File: src/rtl/fxp_mac_pkg.sv
// Shared widths and the operation code for the multiply-accumulate unit.
// Assumes operands of 16 bits and a 36-bit accumulator with 4 guard bits.
package fxp_mac_pkg;
    localparam int unsigned OPND_W  = 16;
    localparam int unsigned GUARD_W = 4;
    localparam int unsigned NUM_ACC = 4;

    typedef enum logic [2:0] {
        OP_LOAD = 3'd0,
        OP_MAC  = 3'd1,
        OP_MSUB = 3'd2,
        OP_ADD  = 3'd3,
        OP_SUB  = 3'd4,
        OP_AND  = 3'd5,
        OP_OR   = 3'd6,
        OP_XOR  = 3'd7
    } mac_op_e;
endpackage

File: src/rtl/fxp_mul.sv
// Operand multiplier: extends each operand by its signedness, multiplies,
// and in fractional mode doubles and clamps to signed 32 bits.
// Assumes GUARD_W >= 2 so the exact integer product fits the accumulator.
module fxp_mul #(
    parameter int unsigned OPND_W  = 16,
    parameter int unsigned GUARD_W = 4,
    localparam int unsigned PROD_W = 2 * OPND_W,
    localparam int unsigned ACC_W  = PROD_W + GUARD_W
) (
    input  logic              clk,
    input  logic              rst_n,
    input  logic [OPND_W-1:0] x_op,
    input  logic [OPND_W-1:0] y_op,
    input  logic              frac,
    input  logic [1:0]        sgn_mode,
    output logic [ACC_W-1:0]  prod_ext,
    output logic              illegal
);
    localparam int unsigned EXT_W = OPND_W + 1;
    localparam int unsigned MUL_W = 2 * EXT_W;

    logic                    x_signed;
    logic                    y_signed;
    logic signed [MUL_W-1:0] x_wide;
    logic signed [MUL_W-1:0] y_wide;
    logic signed [MUL_W-1:0] raw;
    logic        [MUL_W:0]   dbl;
    logic                    dbl_fits;
    logic        [PROD_W-1:0] frac_p;

    // Widen both operands according to the signedness mode.
    always_comb begin
        x_signed = ~sgn_mode[1];
        y_signed = (sgn_mode == 2'b00);
        x_wide   = {{(MUL_W-OPND_W){x_signed & x_op[OPND_W-1]}}, x_op};
        y_wide   = {{(MUL_W-OPND_W){y_signed & y_op[OPND_W-1]}}, y_op};
        raw      = x_wide * y_wide;
    end

    // Fractional scaling: double the product and clamp to signed 32 bits.
    always_comb begin
        dbl      = {raw, 1'b0};
        dbl_fits = (&dbl[MUL_W:PROD_W-1]) | ~(|dbl[MUL_W:PROD_W-1]);
        if (dbl_fits)
            frac_p = dbl[PROD_W-1:0];
        else if (dbl[MUL_W])
            frac_p = {1'b1, {(PROD_W-1){1'b0}}};
        else
            frac_p = {1'b0, {(PROD_W-1){1'b1}}};
    end

    // Choose the format and flag the unsupported fractional unsigned case.
    always_comb begin
        illegal = frac & sgn_mode[1];
        if (frac)
            prod_ext = {{(ACC_W-PROD_W){frac_p[PROD_W-1]}}, frac_p};
        else
            prod_ext = {{(ACC_W-MUL_W){raw[MUL_W-1]}}, raw};
    end

    assert_frac_in_range_R4: assert property (@(posedge clk) disable iff (!rst_n)
        (frac && !illegal) |->
        ((&prod_ext[ACC_W-1:PROD_W-1]) || !(|prod_ext[ACC_W-1:PROD_W-1])));

    assert_unsigned_nonneg_R3: assert property (@(posedge clk) disable iff (!rst_n)
        (!frac && sgn_mode[1]) |-> !prod_ext[ACC_W-1]);
endmodule

File: src/rtl/fxp_alu.sv
// Accumulator arithmetic and logic: load, add or subtract the product,
// add or subtract another accumulator, and bitwise logic on the upper word.
// Arithmetic wraps at the accumulator width; overflow flags a guard mismatch.
module fxp_alu
    import fxp_mac_pkg::*;
#(
    parameter int unsigned OPND_W  = 16,
    parameter int unsigned GUARD_W = 4,
    localparam int unsigned PROD_W = 2 * OPND_W,
    localparam int unsigned ACC_W  = PROD_W + GUARD_W
) (
    input  mac_op_e           op,
    input  logic [ACC_W-1:0]  dst_val,
    input  logic [ACC_W-1:0]  src_val,
    input  logic [ACC_W-1:0]  prod,
    input  logic [OPND_W-1:0] x_op,
    output logic [ACC_W-1:0]  result,
    output logic              ovf
);
    // Compute the new destination value for the selected operation.
    always_comb begin
        result = dst_val;
        unique case (op)
            OP_LOAD: result = prod;
            OP_MAC:  result = dst_val + prod;
            OP_MSUB: result = dst_val - prod;
            OP_ADD:  result = dst_val + src_val;
            OP_SUB:  result = dst_val - src_val;
            OP_AND:  result[PROD_W-1:OPND_W] = dst_val[PROD_W-1:OPND_W] & x_op;
            OP_OR:   result[PROD_W-1:OPND_W] = dst_val[PROD_W-1:OPND_W] | x_op;
            OP_XOR:  result[PROD_W-1:OPND_W] = dst_val[PROD_W-1:OPND_W] ^ x_op;
            default: result = dst_val;
        endcase
    end

    // Flag a result whose guard bits are not a sign extension of bit 31.
    always_comb begin
        ovf = ~((&result[ACC_W-1:PROD_W-1]) | ~(|result[ACC_W-1:PROD_W-1]));
    end
endmodule

File: src/rtl/fxp_acc_bank.sv
// Register file of accumulators with one write port and three read ports.
// Assumes at most one write per cycle; reset clears every register.
module fxp_acc_bank #(
    parameter int unsigned ACC_W   = 36,
    parameter int unsigned NUM_ACC = 4,
    localparam int unsigned SEL_W  = $clog2(NUM_ACC)
) (
    input  logic             clk,
    input  logic             rst_n,
    input  logic             we,
    input  logic [SEL_W-1:0] wsel,
    input  logic [ACC_W-1:0] wdata,
    input  logic [SEL_W-1:0] dsel,
    input  logic [SEL_W-1:0] ssel,
    input  logic [SEL_W-1:0] rsel,
    output logic [ACC_W-1:0] dst_q,
    output logic [ACC_W-1:0] src_q,
    output logic [ACC_W-1:0] rd_q
);
    logic [ACC_W-1:0] acc_q [NUM_ACC];

    for (genvar g = 0; g < NUM_ACC; g++) begin : g_acc
        // Hold or overwrite one accumulator.
        always_ff @(posedge clk) begin
            if (!rst_n)
                acc_q[g] <= '0;
            else if (we && (wsel == SEL_W'(g)))
                acc_q[g] <= wdata;
        end

        assert_hold_when_unselected_R5: assert property (@(posedge clk) disable iff (!rst_n)
            !(we && (wsel == SEL_W'(g))) |=> $stable(acc_q[g]));

        assert_write_lands_R2: assert property (@(posedge clk) disable iff (!rst_n)
            (we && (wsel == SEL_W'(g))) |=> (acc_q[g] == $past(wdata)));
    end

    // Read ports for the destination, the source and the readout.
    assign dst_q = acc_q[dsel];
    assign src_q = acc_q[ssel];
    assign rd_q  = acc_q[rsel];
endmodule

File: src/rtl/fxp_sat_read.sv
// Clamped readout of the top OUT_W bits of the 32-bit value in an accumulator.
// Assumes OUT_W <= VAL_W; a value outside signed VAL_W bits reads as the extreme.
module fxp_sat_read #(
    parameter int unsigned ACC_W = 36,
    parameter int unsigned VAL_W = 32,
    parameter int unsigned OUT_W = 16
) (
    input  logic [ACC_W-1:0] acc,
    output logic [OUT_W-1:0] dout
);
    logic fits;

    // Pass the word through or substitute the clamp value of the sign.
    always_comb begin
        fits = (&acc[ACC_W-1:VAL_W-1]) | ~(|acc[ACC_W-1:VAL_W-1]);
        if (fits)
            dout = acc[VAL_W-1 -: OUT_W];
        else if (acc[ACC_W-1])
            dout = {1'b1, {(OUT_W-1){1'b0}}};
        else
            dout = {1'b0, {(OUT_W-1){1'b1}}};
    end
endmodule

File: src/rtl/fxp_mac_unit.sv
// Top of the fixed-point multiply-accumulate unit. Registers each accepted
// result one cycle after in_valid, refuses fractional unsigned-by-unsigned
// requests, and offers clamped 16- and 32-bit readouts of any accumulator.
module fxp_mac_unit
    import fxp_mac_pkg::*;
#(
    parameter int unsigned OP_W   = fxp_mac_pkg::OPND_W,
    parameter int unsigned G_W    = fxp_mac_pkg::GUARD_W,
    parameter int unsigned N_ACC  = fxp_mac_pkg::NUM_ACC,
    localparam int unsigned P_W   = 2 * OP_W,
    localparam int unsigned A_W   = P_W + G_W,
    localparam int unsigned S_W   = $clog2(N_ACC)
) (
    input  logic           clk,
    input  logic           rst_n,
    input  logic           in_valid,
    input  logic [2:0]     opcode,
    input  logic           frac,
    input  logic [1:0]     sgn_mode,
    input  logic [OP_W-1:0] x_op,
    input  logic [OP_W-1:0] y_op,
    input  logic [S_W-1:0] dst_sel,
    input  logic [S_W-1:0] src_sel,
    input  logic [S_W-1:0] rd_sel,
    output logic [A_W-1:0] res,
    output logic           ovf,
    output logic           res_vld,
    output logic           reject,
    output logic [OP_W-1:0] rd_hi16,
    output logic [P_W-1:0] rd_w32
);
    logic [A_W-1:0] prod_ext;
    logic           illegal;
    logic [A_W-1:0] dst_q;
    logic [A_W-1:0] src_q;
    logic [A_W-1:0] rd_q;
    logic [A_W-1:0] alu_res;
    logic           alu_ovf;
    logic           accept;

    assign accept = in_valid & ~illegal;

    fxp_mul #(.OPND_W(OP_W), .GUARD_W(G_W)) u_mul (
        .clk      (clk),
        .rst_n    (rst_n),
        .x_op     (x_op),
        .y_op     (y_op),
        .frac     (frac),
        .sgn_mode (sgn_mode),
        .prod_ext (prod_ext),
        .illegal  (illegal)
    );

    fxp_acc_bank #(.ACC_W(A_W), .NUM_ACC(N_ACC)) u_bank (
        .clk   (clk),
        .rst_n (rst_n),
        .we    (accept),
        .wsel  (dst_sel),
        .wdata (alu_res),
        .dsel  (dst_sel),
        .ssel  (src_sel),
        .rsel  (rd_sel),
        .dst_q (dst_q),
        .src_q (src_q),
        .rd_q  (rd_q)
    );

    fxp_alu #(.OPND_W(OP_W), .GUARD_W(G_W)) u_alu (
        .op      (mac_op_e'(opcode)),
        .dst_val (dst_q),
        .src_val (src_q),
        .prod    (prod_ext),
        .x_op    (x_op),
        .result  (alu_res),
        .ovf     (alu_ovf)
    );

    fxp_sat_read #(.ACC_W(A_W), .VAL_W(P_W), .OUT_W(OP_W)) u_rd_hi (
        .acc  (rd_q),
        .dout (rd_hi16)
    );

    fxp_sat_read #(.ACC_W(A_W), .VAL_W(P_W), .OUT_W(P_W)) u_rd_w (
        .acc  (rd_q),
        .dout (rd_w32)
    );

    // Register the result, its overflow flag and the handshake pulses.
    always_ff @(posedge clk) begin
        if (!rst_n) begin
            res     <= '0;
            ovf     <= 1'b0;
            res_vld <= 1'b0;
            reject  <= 1'b0;
        end else begin
            res_vld <= accept;
            reject  <= in_valid & illegal;
            if (accept) begin
                res <= alu_res;
                ovf <= alu_ovf;
            end
        end
    end

    assert_one_cycle_latency_R2: assert property (@(posedge clk) disable iff (!rst_n)
        accept |=> (res_vld && !reject));

    assert_idle_quiet_R2: assert property (@(posedge clk) disable iff (!rst_n)
        !in_valid |=> (!res_vld && !reject && $stable(res) && $stable(ovf)));

    assert_frac_uu_refused_R5: assert property (@(posedge clk) disable iff (!rst_n)
        (in_valid && frac && sgn_mode[1]) |=> (reject && !res_vld && $stable(res)));

    assert_ovf_matches_guard_R9: assert property (@(posedge clk) disable iff (!rst_n)
        res_vld |-> (ovf == !((&res[A_W-1:P_W-1]) || !(|res[A_W-1:P_W-1]))));

    assert_readouts_agree_R10: assert property (@(posedge clk) disable iff (!rst_n)
        rd_hi16 == rd_w32[P_W-1 -: OP_W]);
endmodule

File: config.mk
export PLATFORM = sky130hd
export DESIGN_NAME = fxp_mac_unit
export DESIGN_NICKNAME = d
export VERILOG_FILES = /design/src/rtl/fxp_mac_pkg.sv /design/src/rtl/fxp_mul.sv /design/src/rtl/fxp_alu.sv /design/src/rtl/fxp_acc_bank.sv /design/src/rtl/fxp_sat_read.sv /design/src/rtl/fxp_mac_unit.sv
export SDC_FILE = /design/constraint.sdc
export NUM_CORES = 2
export LEC_CHECK = 0
export ABC_AREA = 1
export BUFFER_PORTS_ARGS = -buffer_cell sky130_fd_sc_hd__buf_4
export CORE_MARGIN = 8
export CORE_UTILIZATION = 62
export CTS_BUF_LIST = sky130_fd_sc_hd__clkbuf_4 sky130_fd_sc_hd__clkbuf_8
export CTS_CLUSTER_DIAMETER = 40
export DETAILED_ROUTE_END_ITERATION = 10
export GPL_ROUTABILITY_DRIVEN = 0
export PLACE_DENSITY_LB_ADDON = 0.05
export SYNTH_ARGS = -nofsm -noshare
export SYNTH_HDL_FRONTEND = slang
export SYNTH_SLANG_ARGS = --single-unit
File: constraint.sdc
create_clock -name clk -period 13 [get_ports clk]
set_input_delay 2.6 -clock clk [delete_from_list [all_inputs] [get_ports clk]]
set_output_delay 2.6 -clock clk [all_outputs]
set_load 0.02 [all_outputs]
==> results_dict.tcl <==
set metrics [dict create \
    cts-root-buf "sky130_fd_sc_hd__clkbuf_8" \
    cts.sinks 183 \
    synth_area_leaders "sky130_fd_sc_hd__fa_1 (17%), sky130_fd_sc_hd__nand2_1 (16%), sky130_fd_sc_hd__edfxtp_1 (12%), sky130_fd_sc_hd__inv_1 (11%), sky130_fd_sc_hd__ha_1 (9.2%)" \
    critPathArrivalTime_ns 12.46 \
    setup_viol 0 \
    finalWirelength_mm 126 \
    cts.hold.buffers_added 0 \
    worst_rel_slew_slack_pct 31.8 \
    avgRoutedWirePerCell_um 20.8 \
    report.final.hold_viol_count 0 \
    drc 0 \
    worst_r2r_path_depth 16 \
    critical_path.max_fanout 18 \
    vias 36300 \
    ys_dominant_reg_cell "sky130_fd_sc_hd__edfxtp_1" \
    maximum_number_of_pins_on_one_net_before_global_route_repair 87 \
    cts_tree "yes" \
    timing.setup.critical_path_class "input pin to register" \
    grt_antenna_before_repair 3 \
    hold-path-endpoint "res[31]$_SDFFE_PN0P_" \
    drt-initial-drc-count 5221 \
    yosysWarnings 0 \
    core-area_mm2 0.0560 \
    number_of_global_route_vias_before_repair 34200 \
    hold_class "register to register" \
    synth_nets 5945 \
    num_io_pins 134 \
    fmax_mhz 82.8 \
    dp_hpwl_mm 101 \
    worst_path_most_repeated_cell "sky130_fd_sc_hd__nand2_1" \
    post_synth.cell_area_avg_um2 6.52 \
    global_route.usage.met2_pct 58.9 \
    ys_seq_elements 183 \
    first_drt_pass_iteration_count 9 \
    r2r_start "u_bank.acc_q[1][17]$_SDFFCE_PN0P_" \
    use_met3_pct 9.31 \
    status "complete, no violations" \
    seq_area_frac_synth_pct 14.7 \
    post-synth-top-area-cell "sky130_fd_sc_hd__fa_1" \
    portBuffers 133 \
    maxCapViolCount 0 \
    min-delay-start "res[31]$_SDFFE_PN0P_" \
    post_place_instance_area_mm2 0.0361 \
    worst_r2r_end "u_bank.acc_q[3][18]$_SDFFCE_PN0P_" \
    slew_viol_final 0 \
    hold-path-cell-count 2 \
    worst_path_max_delay_cell "sky130_fd_sc_hd__fa_1" \
    finalInstanceArea_mm2 0.0365 \
    grt.busiest_layer "met2" \
    floorplan.die.width_um 253 \
    postRouteAntennaNets 0 \
    finalCriticalPeriod_ns 12.07 \
    clkSlewWorstSetupHoldPaths_ns 0.11 \
    unrepaired_setup_endpoints_after_global_routing "no" \
    fp.dieH_um 253 \
    grt_util_met1_pct 52.1 \
    clk_path_buf_depth 2 \
    synthToLayoutAreaGrowth_pct 4.84 \
    initial_utilization_pct 62.2 \
    synth.top_cell.area_share_pct 17.3 \
    overflow 0 \
    grt_first_pass_wirelength_mm 192 \
    yosys.cell_types.count 65 \
    crit_path_end_kind "register" \
    avgViaCountPerCell 5.98 \
    die-area_mm2 0.0640 \
    layout-drive-gt1-share_pct 7.81 \
    synth-edff-count 144 \
    async_flop_share_pct 0 \
    finalCoreUtilization_pct 65.2 \
    commonest_cells_in_the_synthesized_netlist "sky130_fd_sc_hd__nand2_1 (1460), sky130_fd_sc_hd__inv_1 (1052), sky130_fd_sc_hd__nor2_1 (502)" \
    cts_resized 0 \
    worstSetupStartpointType "input pin" \
    cp_slowest_stage_delay_ns 0.57 \
    clk_latency_ns 0.52 \
    r2r_setup_slack_ns 7.87 \
    cts_htree_levels 4 \
    timing.final.crit_share_pct 92.9 \
    post_synth_design_cell_area_mm2 0.0348 \
    number_of_instances_in_the_synthesized_netlist 5341 \
    layout.nets 5895 \
    critical_path_required_ns 13.39 \
    groute.usage.overall_pct 38.9 \
    num_rows 87 \
    timing_worst_slew_pin_value_ns 1.02 \
    cts_setup_buffers 0 \
    synthMostInstantiatedCell "sky130_fd_sc_hd__nand2_1" \
    number_of_buffers_created_by_cts 17 \
    finalClockSkew_ns 0.0211 \
    fin_setup_tns_ns 0 \
]
==> cells in the final DEF, fill, tap and decap left out, types with 6 or more instances in the layout <==
master	synthesis	layout
sky130_fd_sc_hd__a21oi_1	328	328
sky130_fd_sc_hd__a21oi_2	6	6
sky130_fd_sc_hd__a221oi_1	10	10
sky130_fd_sc_hd__a22oi_1	55	55
sky130_fd_sc_hd__a32o_1	15	15
sky130_fd_sc_hd__a32oi_1	34	34
sky130_fd_sc_hd__and2_1	15	15
sky130_fd_sc_hd__and2_4	12	12
sky130_fd_sc_hd__and3_1	13	13
sky130_fd_sc_hd__and3_4	10	10
sky130_fd_sc_hd__buf_4	17	169
sky130_fd_sc_hd__clkbuf_8	0	17
sky130_fd_sc_hd__clkinv_1	10	9
sky130_fd_sc_hd__dfxtp_1	39	39
sky130_fd_sc_hd__edfxtp_1	144	144
sky130_fd_sc_hd__fa_1	300	300
sky130_fd_sc_hd__ha_1	257	257
sky130_fd_sc_hd__inv_1	1052	1051
sky130_fd_sc_hd__inv_2	15	17
sky130_fd_sc_hd__nand2_1	1460	1460
sky130_fd_sc_hd__nand2_2	22	22
sky130_fd_sc_hd__nand3_1	235	235
sky130_fd_sc_hd__nand3_2	25	25
sky130_fd_sc_hd__nand4_1	49	49
sky130_fd_sc_hd__nor2_1	502	499
sky130_fd_sc_hd__nor2_2	59	62
sky130_fd_sc_hd__nor3_1	42	42
sky130_fd_sc_hd__nor4_1	6	6
sky130_fd_sc_hd__o2111a_1	7	7
sky130_fd_sc_hd__o2111ai_1	8	8
sky130_fd_sc_hd__o211ai_1	13	13
sky130_fd_sc_hd__o21ai_0	187	183
sky130_fd_sc_hd__o21ai_1	12	12
sky130_fd_sc_hd__o21ai_2	10	10
sky130_fd_sc_hd__o21ai_4	2	6
sky130_fd_sc_hd__o21bai_1	34	34
sky130_fd_sc_hd__or2_2	32	32
sky130_fd_sc_hd__xnor2_1	9	9
sky130_fd_sc_hd__xor2_1	26	26
==> layer usage <==
metal / share of wire [%] / up-vias
met5: 0.010 / -
li1: - / 16500
met3: 14 / 492
met1: 38 / 16800
met4: 5.7 / 2
met2: 42 / 2556
==> critical path: cells and delay by family <==
| family | cells | cell delay, ns |
|---|---|---|
| AO/OA/AOI/OAI | 8 | 1.67 |
| AND/OR/NAND/NOR | 20 | 2.45 |
| adder cells (fa/ha/maj) | 8 | 3.88 |
| buffers and inverters | 11 | 1.79 |
==> area by class of cell <==
class / instances / area [µm²]
Clock buffer: 19 / 249
Sequential cell: 183 / 5100
Clock inverter: 13 / 148
Multi-Input combinational cell: 3840 / 24700
Timing Repair Buffer: 171 / 1310
Fill cell: 5346 / 19500
Inverter: 1078 / 4050
Antenna cell: 2 / 5.00
Tap cell: 756 / 946
==> logic make-up after synthesis <==
kind of cell / after synthesis / synth area share, %
adders and majority gates: 557 / 26.5
buffers and inverters: 1318 / 14.6
AOI/OAI and AO/OA: 748 / 12.8
DFF: 183 / 14.7
xor gates and xnor gates: 35 / 0.881
and+or+nand+nor: 2500 / 30.5
==> worst max path at each step <==
stage | startpoint | endpoint | slack (ns)
finish | x_op[15] | ovf$_SDFFE_PN0P_ | 0.93
global route | x_op[15] | ovf$_SDFFE_PN0P_ | 0.40
CTS | x_op[15] | u_bank.acc_q[3][28]$_SDFFCE_PN0P_ | 1.18
detailed placement | x_op[15] | u_bank.acc_q[3][28]$_SDFFCE_PN0P_ | 0.66
global placement | x_op[15] | u_bank.acc_q[3][30]$_SDFFCE_PN0P_ | 0.83
floorplan | x_op[15] | u_bank.acc_q[1][28]$_SDFFCE_PN0P_ | 2.09
==> through the flow <==
step	cells	worst slack [ns]	hold WS, ns
6_report	6062	0.929	0.519
5_1_grt	6062	0.403	0.556
4_1_cts	6060	1.18	0.520
3_5_place_dp	6028	0.657	0.493
3_3_place_gp	6028	0.833	0.482
2_1_floorplan	5341	2.09	0.544
==> flip-flops by register name (all words and copies together) (netlist names) <==
register      count
ovf               1
reject            1
res              36
res_vld           1
u_bank.acc_q    144
Power is left out: the tool's default activity adds up to more than one toggle a clock period on the data nets, which glitch-free logic cannot reach.
